===== src/rtl/attr_pkg.sv =====
package attr_pkg;
  localparam int unsigned BYTE_W  = 8;
  localparam int unsigned NUM_REG = 22;
  localparam int unsigned PAN_IDX = 8'h13;

  typedef enum logic {
    PH_INDEX = 1'b0,
    PH_DATA  = 1'b1
  } phase_e;

  localparam int unsigned STAT_VR_BIT = 3;
  localparam int unsigned STAT_DE_BIT = 0;
endpackage


===== src/rtl/attr_phase.sv =====
module attr_phase
  import attr_pkg::*;
#(
  parameter int unsigned W    = BYTE_W,
  parameter int unsigned NREG = NUM_REG
) (
  input  logic         clk,
  input  logic         rst,
  input  logic         wr_en,
  input  logic [W-1:0] wr_byte,
  input  logic         stat_rd,
  output logic [W-1:0] index_q,
  output logic         data_we
);
  phase_e phase_q;
  logic   in_range;

  assign in_range = (index_q < W'(NREG));
  assign data_we  = wr_en && (phase_q == PH_DATA) && in_range;

  always_ff @(posedge clk) begin
    if (rst) begin
      phase_q <= PH_INDEX;
      index_q <= '0;
    end else begin
      if (wr_en && phase_q == PH_INDEX) index_q <= wr_byte;
      if (stat_rd)
        phase_q <= PH_INDEX;
      else if (wr_en)
        phase_q <= (phase_q == PH_INDEX) ? PH_DATA : PH_INDEX;
    end
  end

  // a status read always leaves the phase at index
  p_rd_forces_index_r4: assert property (@(posedge clk) disable iff (rst)
    stat_rd |=> phase_q == PH_INDEX);

  // a lone write flips the phase
  p_alternate_r2: assert property (@(posedge clk) disable iff (rst)
    (wr_en && !stat_rd) |=> phase_q != $past(phase_q));

  // a data-phase write keeps the selected index
  p_data_keeps_index_r3: assert property (@(posedge clk) disable iff (rst)
    (wr_en && phase_q == PH_DATA) |=> $stable(index_q));

  // an index-phase write loads the index
  p_index_load_r2: assert property (@(posedge clk) disable iff (rst)
    (wr_en && phase_q == PH_INDEX) |=> index_q == $past(wr_byte));
endmodule


===== src/rtl/attr_regfile.sv =====
module attr_regfile
  import attr_pkg::*;
#(
  parameter int unsigned W    = BYTE_W,
  parameter int unsigned NREG = NUM_REG,
  parameter int unsigned PAN  = PAN_IDX
) (
  input  logic         clk,
  input  logic         rst,
  input  logic         we,
  input  logic [W-1:0] addr,
  input  logic [W-1:0] wdata,
  output logic [W-1:0] pan_out
);
  logic [W-1:0] regs [NREG];

  for (genvar g = 0; g < NREG; g++) begin : g_reg
    always_ff @(posedge clk) begin
      if (rst)
        regs[g] <= '0;
      else if (we && addr == W'(g))
        regs[g] <= wdata;
    end
  end

  assign pan_out = regs[PAN];

  // a panning data write shows up on the output next cycle
  p_pan_load_r5: assert property (@(posedge clk) disable iff (rst)
    (we && addr == W'(PAN)) |=> pan_out == $past(wdata));

  // any other write leaves the panning value alone
  p_pan_hold_r8: assert property (@(posedge clk) disable iff (rst)
    !(we && addr == W'(PAN)) |=> $stable(pan_out));

  // writes only ever reach existing registers
  p_in_range_r6: assert property (@(posedge clk) disable iff (rst)
    we |-> addr < W'(NREG));
endmodule


===== src/rtl/attr_status.sv =====
module attr_status
  import attr_pkg::*;
#(
  parameter int unsigned W = BYTE_W
) (
  input  logic         clk,
  input  logic         rst,
  input  logic         stat_rd,
  input  logic         vretrace_in,
  input  logic         disp_en_in,
  output logic [W-1:0] stat_q
);
  always_ff @(posedge clk) begin
    if (rst) begin
      stat_q <= '0;
    end else if (stat_rd) begin
      stat_q              <= '0;
      stat_q[STAT_VR_BIT] <= vretrace_in;
      stat_q[STAT_DE_BIT] <= disp_en_in;
    end
  end

  // status captures the flags of the read cycle
  p_stat_capture_r7: assert property (@(posedge clk) disable iff (rst)
    stat_rd |=> (stat_q[STAT_VR_BIT] == $past(vretrace_in)) &&
                (stat_q[STAT_DE_BIT] == $past(disp_en_in)) &&
                ($countones(stat_q) <= 2));

  // status holds between reads
  p_stat_hold_r7: assert property (@(posedge clk) disable iff (rst)
    !stat_rd |=> $stable(stat_q));
endmodule


===== src/rtl/attr_port_bank.sv =====
module attr_port_bank
  import attr_pkg::*;
#(
  parameter int unsigned W    = BYTE_W,
  parameter int unsigned NREG = NUM_REG,
  parameter int unsigned PAN  = PAN_IDX
) (
  input  logic         clk,
  input  logic         rst,
  input  logic         wr_en,
  input  logic [W-1:0] wr_byte,
  input  logic         stat_rd,
  input  logic         vretrace_in,
  input  logic         disp_en_in,
  output logic [W-1:0] stat_byte,
  output logic [W-1:0] index_byte,
  output logic [W-1:0] hpan
);
  logic data_we;

  attr_phase #(.W(W), .NREG(NREG)) u_phase (
    .clk     (clk),
    .rst     (rst),
    .wr_en   (wr_en),
    .wr_byte (wr_byte),
    .stat_rd (stat_rd),
    .index_q (index_byte),
    .data_we (data_we)
  );

  attr_regfile #(.W(W), .NREG(NREG), .PAN(PAN)) u_regs (
    .clk     (clk),
    .rst     (rst),
    .we      (data_we),
    .addr    (index_byte),
    .wdata   (wr_byte),
    .pan_out (hpan)
  );

  attr_status #(.W(W)) u_stat (
    .clk         (clk),
    .rst         (rst),
    .stat_rd     (stat_rd),
    .vretrace_in (vretrace_in),
    .disp_en_in  (disp_en_in),
    .stat_q      (stat_byte)
  );
endmodule


===== config.mk =====
export PLATFORM = sky130hd
export DESIGN_NAME = attr_port_bank
export DESIGN_NICKNAME = d
export VERILOG_FILES = /design/src/rtl/attr_pkg.sv /design/src/rtl/attr_phase.sv /design/src/rtl/attr_regfile.sv /design/src/rtl/attr_status.sv /design/src/rtl/attr_port_bank.sv
export SDC_FILE = /design/constraint.sdc
export NUM_CORES = 1
export LEC_CHECK = 0
export ABC_AREA = 0
export BUFFER_PORTS_ARGS = -buffer_cell sky130_fd_sc_hd__buf_2
export CAP_MARGIN = 5
export CORE_MARGIN = 5
export CORE_UTILIZATION = 45
export DETAILED_ROUTE_END_ITERATION = 10
export PLACE_DENSITY = 0.77
export SLEW_MARGIN = 20
export SYNTH_ARGS = -nofsm -noshare
export SYNTH_HDL_FRONTEND = slang
export SYNTH_SLANG_ARGS = --single-unit

===== constraint.sdc =====
create_clock -name clk -period 2.8 [get_ports clk]
set_clock_uncertainty 0.15 [all_clocks]
set_input_delay 0.14 -clock clk [delete_from_list [all_inputs] [get_ports clk]]
set_output_delay 0.14 -clock clk [all_outputs]
set_load 0.005 [all_outputs]

Yosys cells after proc, flatten, opt, wreduce, memory -nomap -nowiden
Memories as Yosys holds them, arrays and structs flattened.
Cells that the tools add are included.
{ "op_classes": {"order_cmp": 1, "n_eq_ne": 21, "mux": 91, "n_bitwise": 23, "reduce_logical": 27} }
{ "op_table": {"columns": ["op", "n"], "rows": [
  ["8-bit two-way mux", 22],
  ["1-bit two-way mux", 69],
  ["8-bit by 4-bit equality test with 1-bit output, second input constant", 8],
  ["8-bit by 5-bit equality test with 1-bit output, second input constant", 6],
  ["8-bit by 3-bit equality test with 1-bit output, second input constant", 4],
  ["1-bit logical AND", 25],
  ["1-bit OR", 22],
  ["8-bit by 2-bit equality test with 1-bit output, second input constant", 2],
  ["8-bit by 1-bit equality test with 1-bit output, second input constant", 1],
  ["8-bit logical NOT", 1],
  ["8-bit by 5-bit < comparator with 1-bit output, second input constant", 1],
  ["2-bit OR reduction", 1],
  ["1-bit NOT", 1]
]} }
{ "word_totals": {"register_bits": 11, "ram_bits": 176, "output_inout_bits": 24, "mem_count": 1} }
{ "mem_list": {"columns": ["memory", "words", "word_bits", "rd", "rd_ports_with_merged_regs", "wr", "line_no", "text"], "rows": [
  ["u_regs.regs", 22, 8, 1, 0, 22, "attr_regfile.sv:15", "logic [W-1:0] regs [NREG];"]
]} }

Longest topological paths before layout
Gate-level depths: netlist of run 1.
{ "depth": {"ltp_word": 7, "mapped_depth": 4, "mapped_depth_nobuf": 3} }

Hierarchy
From an unflattened synthesis of run 1, not the netlist that was laid out.
{ "unflattened": {"hier_cells": 90, "area_unflattened_um2": 862.1} }
{ "by_module_without_submodules": {"columns": ["module", "n_inst", "cells_each", "area_per_inst_um2"], "rows": [
  ["attr_regfile", 1, 33, 401.6],
  ["attr_phase", 1, 44, 344.1],
  ["attr_status", 1, 13, 116.4]
]} }

Least setup slack after synthesis of run 1
No wires, ideal clock.
{ "synth_path": {"kind": "reg-to-reg", "start": "register u_phase.index_q[0]", "end": "memory u_regs.regs[19][0] (netlist bit), enable pin", "setup_ns": 0.375, "t_arrival_ns": 1.480, "required_time_ns": 2.275, "setup_slack_ns": 0.796, "path_stages_with_launch": 4, "n_path_buf": 0, "period_less_slack_ns": 2.004, "path_cell_list": "dfxtp_1 > nor4bb_1 > nand3_1 > o21bai_1"} }
{ "synth_rtl": {"columns": ["element", "line_no", "text"], "rows": [
  ["start, declared", "attr_phase.sv:12", "output logic [W-1:0] index_q,"],
  ["start signal, assigned", "attr_phase.sv:26", "if (wr_en && phase_q == PH_INDEX) index_q <= wr_byte;"],
  ["end, declared", "attr_regfile.sv:15", null]
]} }

==> impl_metrics.toml, run 1 <==
[sta]
maximum_operating_frequency_mhz = 472
tightestPinTransition_ns = 0.729
maxSlewHeadroom_pct = 51.3
finalCriticalPeriod_ns = 2.12
setup-tns-final_ns = 0
rsz_0062_raised_after_global_routing = "no"
finalSetupViolations = 0
finalHoldViolCount = 0
final-max-slew-violation-count = 0
period_share_pct = 75.6

[global_route]
grt_first_pass_wirelength_mm = 2.99
global_route.overflow_total = 0
first_global_vias = 703
pin_count_of_the_biggest_net_entering_global_routing = 21
grt_antenna_before_repair = 0
gr-usage-all-layers_pct = 14.5

[final_layout]
layout.filler_cells = 168
area_growth_pct = 32.8
nNetsFinal = 131
highest_count_cells_in_the_layout_ignoring_fill_and_taps = "buf_2, nand2_1, dlygate4sd3_1, dfxtp_1"
layout.cells.most_common = "buf_2"
finalCoreUtilization_pct = 63.7
number_of_inserted_diodes = 0
ratio_of_cells_with_drive_above_1_in_the_final_layout_pct = 37.9

[placed_design]
routabilityCongestion = 0.687
place.port_buffers = 31
dp.final_hpwl_mm = 1.31

[floorplanning]
chipHeight_um = 53.4
std_cell_rows = 15
initial_core_util_pct = 47.9
ios = 38
floorplan.die.width_um = 53.4
fp.coreArea_um2 = 1760
design.die.area_um2 = 2850

[logic_synthesis]
synthesized_cell_area_um2 = 846
ys.warnings.count = 0
ys_types = 19
syn_avg_cell_area_um2 = 11.3
ys_top_cells_by_area = "edfxtp_1, dfxtp_1, nor4b_2"
synth_top_cell_by_area = "edfxtp_1"
synth_top_area_share_pct = 28.4
synthCells = 75
synth.ff_latch_count = 19
synth.yosys.seq_area_share_pct = 54.4

[setup_path]
critical_path.startpoint_type = "flop"
worstSetupPathType = "flop to flop"
worstPathArrival_ns = 1.90
cp.required_ns = 2.58
setup.worst_path.end_class = "flop"
critical_path.max_fanout = 9

[clocking]
clk_pin_slew_ns = 0.10
tritoncts = "built"
ctsHtreeMaxLevel = 1
cts-root-to-sink-buffers = 2
cts_root_buffer = "clkbuf_4"
cts-buffers-inserted = 3
cts.sink_count = 19
source_to_sink_clock_delay_at_the_later_pin_of_the_worst_skew_pair_ns = 0.28

[route]
postRouteAntennaNets = 0
route.vias.total = 668
drt-wirelength-per-cell_um = 13.1
drt-pass1-iter-count = 3
initialDrtViolationCount = 5
vias_per_cell = 4.74
wirelength_mm = 1.85
remaining_drc_errors = 0

[pwr]
power.leakage_uw = 0.000472
ir_drop_worst_case_vdd_mv = 0.245
power_density_nw_per_um2 = 456

[outcome]
status = "completed"

[job]
max_cap_violations = 0

[worst_hold_path]
hold_path.class = "input pin to flop"
[power by group]
| part | switching, µW | internal [µW] |
|---|---|---|
| logic | 35.9 | 37.0 |
| registers | 6.85 | 301 |
| clock network | 76.3 | 55.3 |
| total | 119 | 393 |
[critical path: stages (launching register included)]
cell and delay [ns]:
dfxtp_1 0.33, or4b_4 0.64, o21bai_1 0.64
[area by class of cell]
class                           count  area, µm²  area share [%]
Clock buffer                        4       26.3            2.34
Multi-Input combinational cell     50        333            29.6
Sequential cell                    19        460            41.0
Tap cell                           25       31.3            2.78
Timing Repair Buffer               43        273            24.3
[synth_stat cells, drive strengths merged]
master and number:
buf 7, nand2b 1, mux2i 2, nor3 1, nor2 2, clkbuf 4, dfxtp 11, nor4b 8
or4b 1, o21bai 1, xnor2 1, nor2b 1, a21oi 8, edfxtp 8, nand3 1, nand2 16
conb 1, nor4bb 1
[cells by family (layout without fill, tap and decap cells)]
| kind of cell | after synthesis | after routing | share of synthesized area, % |
|---|---|---|---|
| flops | 19 | 19 | 54.4 |
| mux | 2 | 2 | 2.37 |
| buf+inv | 11 | 47 | 8.43 |
| xor+xnor | 1 | 1 | 1.04 |
| compound gates | 9 | 9 | 5.62 |
| simple gates | 32 | 32 | 27.7 |
| other cells | 1 | 6 | 0.443 |
[final timing paths]
kind	startpoint	to	slack, ns	cells past startpoint
hold / removal	wr_en	u_phase.phase_q$_SDFFE_PP0P_	0.02	3
hold reg to reg	u_phase.index_q[0]$_SDFFE_PP0P_	u_phase.index_q[0]$_SDFFE_PP0P_	0.32	2
setup reg to reg	u_phase.index_q[2]$_SDFFE_PP0P_	u_regs.regs[19][4]$_SDFFCE_PN0P_	0.68	2
setup / recovery	u_phase.index_q[2]$_SDFFE_PP0P_	u_regs.regs[19][4]$_SDFFCE_PN0P_	0.68	2
[repair_timing]
| action | CTS | global route |
|---|---|---|
| hold endpoints to repair | 11 | 0 |
| buffers inserted | 0 | 0 |
| hold buffers | 11 | 0 |
| gates resized for setup | 0 | 0 |
[registers in the layout (all words and copies together) (netlist names)]
register,count
u_phase.index_q,8
u_stat.stat_q,2
u_phase.phase_q,1
u_regs.regs,8
[routing by layer]
metal | wire length (µm) | up-vias | track usage [%]
li1 | - | 332 | -
met1 | 746 | 310 | 16.1
met2 | 980 | 26 | 26.9
met3 | 125 | 0 | 3.66
met4 | 0 | 0 | 3.83
met5 | 0 | - | 0
[through the flow]
step                setup slack, ns  hold slack [ns]  instances  power (µW)  cell area, µm²
floorplan                     0.796           0.0673         80         355             865
global placement              0.760            0.211        126         373             987
detailed placement            0.724            0.220        126         375             987
CTS                           0.700          0.00910        141         516            1120
global route                  0.586           0.0349        141         542            1120
finish                        0.683           0.0174        141         512            1120
Note: power is estimated with default switching activity, not from simulation.
==> inputs of run 2 (changes only) <==
- CORE_UTILIZATION: 45 -> 40
- PLACE_DENSITY: 0.77 -> 0.72
- clock period: 2.8 -> 1.8 ns (I/O delays scaled with it)
==> run 2 against run 1 <==
  * Combinational power up 63%
  * Wire length down 1.2%
  * Worst hold slack better by 0.043 ns
  * Global-route usage down 2.3 points
  * Cell area up 2.8%
  * Clock power up 60%
  * Critical path depth up 1
  * Via count down 0.45%
  * Clock-buffer cell count unchanged
  * Non-clock buffer count up 2
  * First-iteration DRC count rose to 2.6 times the previous value
  * Utilization down 5.4 points
  * Critical endpoint is now u_regs.regs[19][5]$_SDFFCE_PN0P_
  * Largest power group unchanged
==> impl_metrics.toml, run 2 (synthesis results as in run 1) <==
[outcome]
status = "completed"

[clocking]
post_cts_resize_count = 0
clk_pin_slew_ns = 0.11
ctsHtreeMaxLevel = 1
cts-root-to-sink-buffers = 2
cts_root_buffer = "clkbuf_4"
source_to_sink_clock_delay_at_the_later_pin_of_the_worst_skew_pair_ns = 0.30
post_cts_setup_repair_bufs = 0
tritoncts = "built"
cts.sink_count = 19
cts-buffers-inserted = 3

[setup_path]
worst_path_max_delay_cell = "or4b_4"
worstPathArrival_ns = 1.66
worst_reg2reg_startpoint = "u_phase.index_q[2]$_SDFFE_PP0P_"
worstPathBufferInverterCount = 1
cpLargestDelayFamily = "simple AND/OR/NAND/NOR gates"
rrSetupSlack_ns = 0.11
critical-path-max-stage-delay_ns = 0.57
critical_path.reg2reg.endpoint = "u_regs.regs[19][5]$_SDFFCE_PN0P_"
critical_path.startpoint_type = "flop"
rr_worst_depth = 3
worstSetupPathType = "flop to flop"
critical_path.cell_chain = "or4b_4 > buf_4 > nor4b_2"
critical_path.max_fanout = 7
cp.required_ns = 1.77
setup.worst_path.end_class = "flop"

[sta]
finalHoldViolCount = 0
finalCriticalPeriod_ns = 1.69
rsz_0062_raised_after_global_routing = "no"
setup-tns-final_ns = 0
period_share_pct = 93.8
maximum_operating_frequency_mhz = 592
finalSetupViolations = 0
final-max-slew-violation-count = 0

[global_route]
global_route.overflow_total = 0
globalRouteMet1Util_pct = 13.0
grt_antenna_before_repair = 0
gr-usage-all-layers_pct = 12.3
grt_use_met3_pct = 4.18
grt_first_pass_wirelength_mm = 3.06
groute.layer.met2.usage_pct = 22.4
first_global_vias = 687
pin_count_of_the_biggest_net_entering_global_routing = 21
grt-busiest-layer = "met2"

[route]
initialDrtViolationCount = 13
vias_per_cell = 4.59
remaining_drc_errors = 0
drt-wirelength-per-cell_um = 12.6
wirelength_mm = 1.83
drt-pass1-iter-count = 4
postRouteAntennaNets = 0
route.vias.total = 665

[pwr]
net-switching-power_uw = 193
internal_power_uw = 616
netSwitchingFraction_pct = 23.9
pwr-share-comb_pct = 14.8
power.leakage_uw = 0.000486
seqPwrFrac_pct = 59.2
power.share.clock_pct = 26.0
power_density_nw_per_um2 = 701
ir_drop_worst_case_vdd_mv = 0.485

[floorplanning]
floorplan.die.width_um = 56.0
ios = 38
chipHeight_um = 56.0
design.die.area_um2 = 3130
std_cell_rows = 16
fp.coreArea_um2 = 1980
initial_core_util_pct = 42.7

[job]
max_cap_violations = 0

[worst_hold_path]
min_from = "rst"
hold_path_end = "u_stat.stat_q[3]$_SDFFE_PP0P_"
hold_path.class = "input pin to flop"
hold-path-cell-count = 2

[final_layout]
reg_top3 = "u_phase.index_q x8, u_regs.regs x8, u_stat.stat_q x2"
postLayoutCellArea_um2 = 1150
ratio_of_cells_with_drive_above_1_in_the_final_layout_pct = 39.0
number_of_inserted_diodes = 0
nNetsFinal = 133
layout.cells.most_common = "buf_2"
area_growth_pct = 36.5
highest_count_cells_in_the_layout_ignoring_fill_and_taps = "buf_2, nand2_1, dlygate4sd3_1, dfxtp_1"

[placed_design]
placed_cell_area_um2 = 1010
routabilityCongestion = 0.751
place.port_buffers = 31
dp.final_hpwl_mm = 1.32
-- run 2: cell count changes in the layout (fill, tap and decap cells not counted) --
cell,delta
o21bai_4,+1
buf_4,+1
o21bai_1,-1
dlygate4sd3_1,+1
-- run 2: power by group through the flow --
stage          clock [µW]  combinational (µW)  sequential, µW
4_1_cts               215                 120             479
3_5_place_dp            0                99.4             489
3_3_place_gp            0                97.1             488
5_1_grt               240                 133             482
2_1_floorplan           0                63.3             491
6_report              211                 119             479
-- run 2: per-stage QoR --
stage	instances	power (µW)	setup WS [ns]	hold WS, ns	util, %
floorplan	80	554	0.0284	0.0173	-
detailed placement	129	588	0.139	0.168	50.9
global route	145	854	0.0434	0.0647	58.3
finish	145	809	0.112	0.0609	58.3
global placement	129	585	0.182	0.166	50.9
CTS	145	814	0.107	0.0611	58.3
-- run 2: final cells by class --
class                   instances  area, µm²
fillers                       192        827
flip-flops and latches         19        460
multi-input cells              50        344
repair buffers                 45        290
well taps                      27       33.8
clock buffers                   4       26.3
-- run 2: worst max-delay path by stage --
stage                               startpoint                               end  slack, ns  cells past startpoint
2_1_floorplan  u_phase.index_q[0]$_SDFFE_PP0P_  u_regs.regs[19][0]$_SDFFCE_PN0P_       0.03                      3
3_3_place_gp   u_phase.index_q[2]$_SDFFE_PP0P_  u_regs.regs[19][7]$_SDFFCE_PN0P_       0.18                      2
3_5_place_dp   u_phase.index_q[2]$_SDFFE_PP0P_  u_regs.regs[19][5]$_SDFFCE_PN0P_       0.14                      3
4_1_cts        u_phase.index_q[2]$_SDFFE_PP0P_  u_regs.regs[19][5]$_SDFFCE_PN0P_       0.11                      3
5_1_grt        u_phase.index_q[0]$_SDFFE_PP0P_  u_regs.regs[19][0]$_SDFFCE_PN0P_       0.04                      4
6_report       u_phase.index_q[2]$_SDFFE_PP0P_  u_regs.regs[19][5]$_SDFFCE_PN0P_       0.11                      3
-- run 2: repair_timing --
| item | in CTS | in global routing |
|---|---|---|
| hold buffers | 12 | 0 |
| hold endpoints to repair | 11 | 0 |
| setup endpoints to repair | 0 | 0 |
-- run 2: routing by layer --
layer | vias to the layer above | share of wire [%]
met5 | - | 0
met4 | 0 | 1.1
met3 | 5 | 7.8
met2 | 24 | 53
met1 | 302 | 38
li1 | 334 | -
==> inputs of run 3 (changes only) <==
- BUFFER_PORTS_ARGS: -buffer_cell sky130_fd_sc_hd__buf_2 -> default
- CORE_UTILIZATION: 40 -> 53
- DONT_BUFFER_PORTS: default -> 1
- PLACE_DENSITY: 0.72 -> 0.71
==> run 3 against run 2 <==
  * Cell area fell by 2.5%
  * Maximum frequency down 2.4%
  * Flip-flop and latch count stayed put
  * Register-to-register slack worse by 0.04 ns
  * Via count fell by 4.5%
  * Critical endpoint is now u_regs.regs[19][3]$_SDFFCE_PN0P_
  * First-iteration DRC count grew 31%
==> impl_metrics.toml, run 3 (synthesis results as in run 1) <==
[outcome]
status = "completed"

[placed_design]
dp.final_hpwl_mm = 1.21
place.port_buffers = 0
preCtsSetupSlack_ns = 0.0956
routabilityCongestion = 0.683

[clocking]
clk_pin_slew_ns = 0.11
cts.sink_count = 19
cts_root_buffer = "clkbuf_4"
ctsHtreeMaxLevel = 1
cts-buffers-inserted = 3
source_to_sink_clock_delay_at_the_later_pin_of_the_worst_skew_pair_ns = 0.30
cts-root-to-sink-buffers = 2
tritoncts = "built"

[pwr]
power_density_nw_per_um2 = 715
ir_drop_worst_case_vdd_mv = 0.486
power.leakage_uw = 0.000419

[setup_path]
worstSetupPathType = "flop to flop"
critical_path.max_fanout = 8
rr_worst_depth = 2
worstPathArrival_ns = 1.56
setup.worst_path.end_class = "flop"
cp.required_ns = 1.63
rrSetupSlack_ns = 0.07
worst_reg2reg_startpoint = "u_phase.index_q[3]$_SDFFE_PP0P_"
critical_path.reg2reg.endpoint = "u_regs.regs[19][3]$_SDFFCE_PN0P_"
critical_path.startpoint_type = "flop"

[route]
drt-pass1-iter-count = 4
vias_per_cell = 5.47
wirelength_mm = 1.84
route.vias.total = 635
remaining_drc_errors = 0
initialDrtViolationCount = 17
drt-wirelength-per-cell_um = 15.9
postRouteAntennaNets = 0

[global_route]
first_global_vias = 640
gr-usage-all-layers_pct = 15.1
global_route.overflow_total = 0
grt_antenna_before_repair = 0
grt_first_pass_wirelength_mm = 2.97
pin_count_of_the_biggest_net_entering_global_routing = 21

[worst_hold_path]
min_from = "wr_en"
hold_path_end = "u_regs.regs[19][6]$_SDFFCE_PN0P_"
hold-path-cell-count = 2
hold_path.class = "input pin to flop"

[sta]
period_share_pct = 96.1
setup-tns-final_ns = 0
rsz_0062_raised_after_global_routing = "yes"
final-max-slew-violation-count = 0
finalSetupViolations = 0
finalHoldViolCount = 0
maximum_operating_frequency_mhz = 578
maxSlewHeadroom_pct = 44.6
setup_ws_ns = 0.0703
finalCriticalPeriod_ns = 1.73
tightestPinTransition_ns = 0.831

[final_layout]
highest_count_cells_in_the_layout_ignoring_fill_and_taps = "dlygate4sd3_1, nand2_1, dfxtp_1"
number_of_inserted_diodes = 0
ratio_of_cells_with_drive_above_1_in_the_final_layout_pct = 21.0
nNetsFinal = 115
area_growth_pct = 33.1
layout.cells.most_common = "dlygate4sd3_1"
reg_top3 = "u_phase.index_q x8, u_regs.regs x8, u_stat.stat_q x2"

[floorplanning]
floorplan.die.width_um = 50.0
design.die.area_um2 = 2500
std_cell_rows = 14
initial_core_util_pct = 56.1
ios = 38
fp.coreArea_um2 = 1510
chipHeight_um = 50.0

[job]
max_cap_violations = 0
-- run 3: what timing repair did --
| action | 4_1_cts | 5_1_grt |
|---|---|---|
| setup buffers | 0 | 0 |
| setup endpoints to repair | 0 | 14 |
| endpoints found under the hold margin | 27 | 3 |
| hold buffers | 19 | 4 |
| resized for setup | 0 | 4 |
-- run 3: metrics by stage --
step / cell area [µm²] / std cells / hold slack [ns] / total power, µW / utilization, %
6_report: 1130 / 116 / 0.106 / 805 / 74.8
5_1_grt: 1130 / 116 / 0.147 / 843 / 74.8
4_1_cts: 1070 / 112 / 0.00121 / 799 / 71.2
3_5_place_dp: 855 / 89 / 0.0139 / 548 / 56.7
3_3_place_gp: 855 / 89 / 0.0128 / 546 / 56.7
2_1_floorplan: 876 / 80 / 0.0173 / 554 / -
-- run 3: report_power, final --
| part | internal (µW) | leakage (µW) | switching [µW] |
|---|---|---|---|
| clock network | 82.7 | 0.0000177 | 129 |
| logic | 60.7 | 0.000228 | 47.9 |
| registers | 468 | 0.000173 | 16.7 |
| total | 612 | 0.000419 | 193 |
-- run 3: worst max path at each step --
stage / startpoint / slack, ns / cells past startpoint / endpoint
after global routing: u_phase.index_q[0]$_SDFFE_PP0P_ / -0.01 / 4 / u_regs.regs[19][5]$_SDFFCE_PN0P_
after floorplan: u_phase.index_q[0]$_SDFFE_PP0P_ / 0.03 / 3 / u_regs.regs[19][0]$_SDFFCE_PN0P_
after detailed placement: u_phase.index_q[3]$_SDFFE_PP0P_ / 0.1 / 2 / u_regs.regs[19][1]$_SDFFCE_PN0P_
final: u_phase.index_q[3]$_SDFFE_PP0P_ / 0.07 / 2 / u_regs.regs[19][3]$_SDFFCE_PN0P_
after global placement: u_phase.index_q[3]$_SDFFE_PP0P_ / 0.12 / 2 / u_regs.regs[19][3]$_SDFFCE_PN0P_
after CTS: rst / 0.03 / 3 / u_phase.index_q[3]$_SDFFE_PP0P_
-- run 3: area by class of cell --
| cell class | count | area (µm²) |
|---|---|---|
| clock inverter | 1 | 5.00 |
| fill | 108 | 380 |
| timing repair buffer | 27 | 263 |
| tap | 16 | 20.0 |
| multi-input combinational | 50 | 355 |
| clock buffer | 3 | 22.5 |
| sequential | 19 | 460 |
-- run 3: critical path, stage by stage (launching register included) --
cell and delay, ns:
dfxtp_1 0.36, or4b_4 0.61, o21bai_4 0.29
-- run 3: metal layers --
metal	global-route usage, %	share of wire [%]
met3	5.72	11
met4	5.24	0.27
met2	25.2	51
met5	0	0
met1	17.4	37
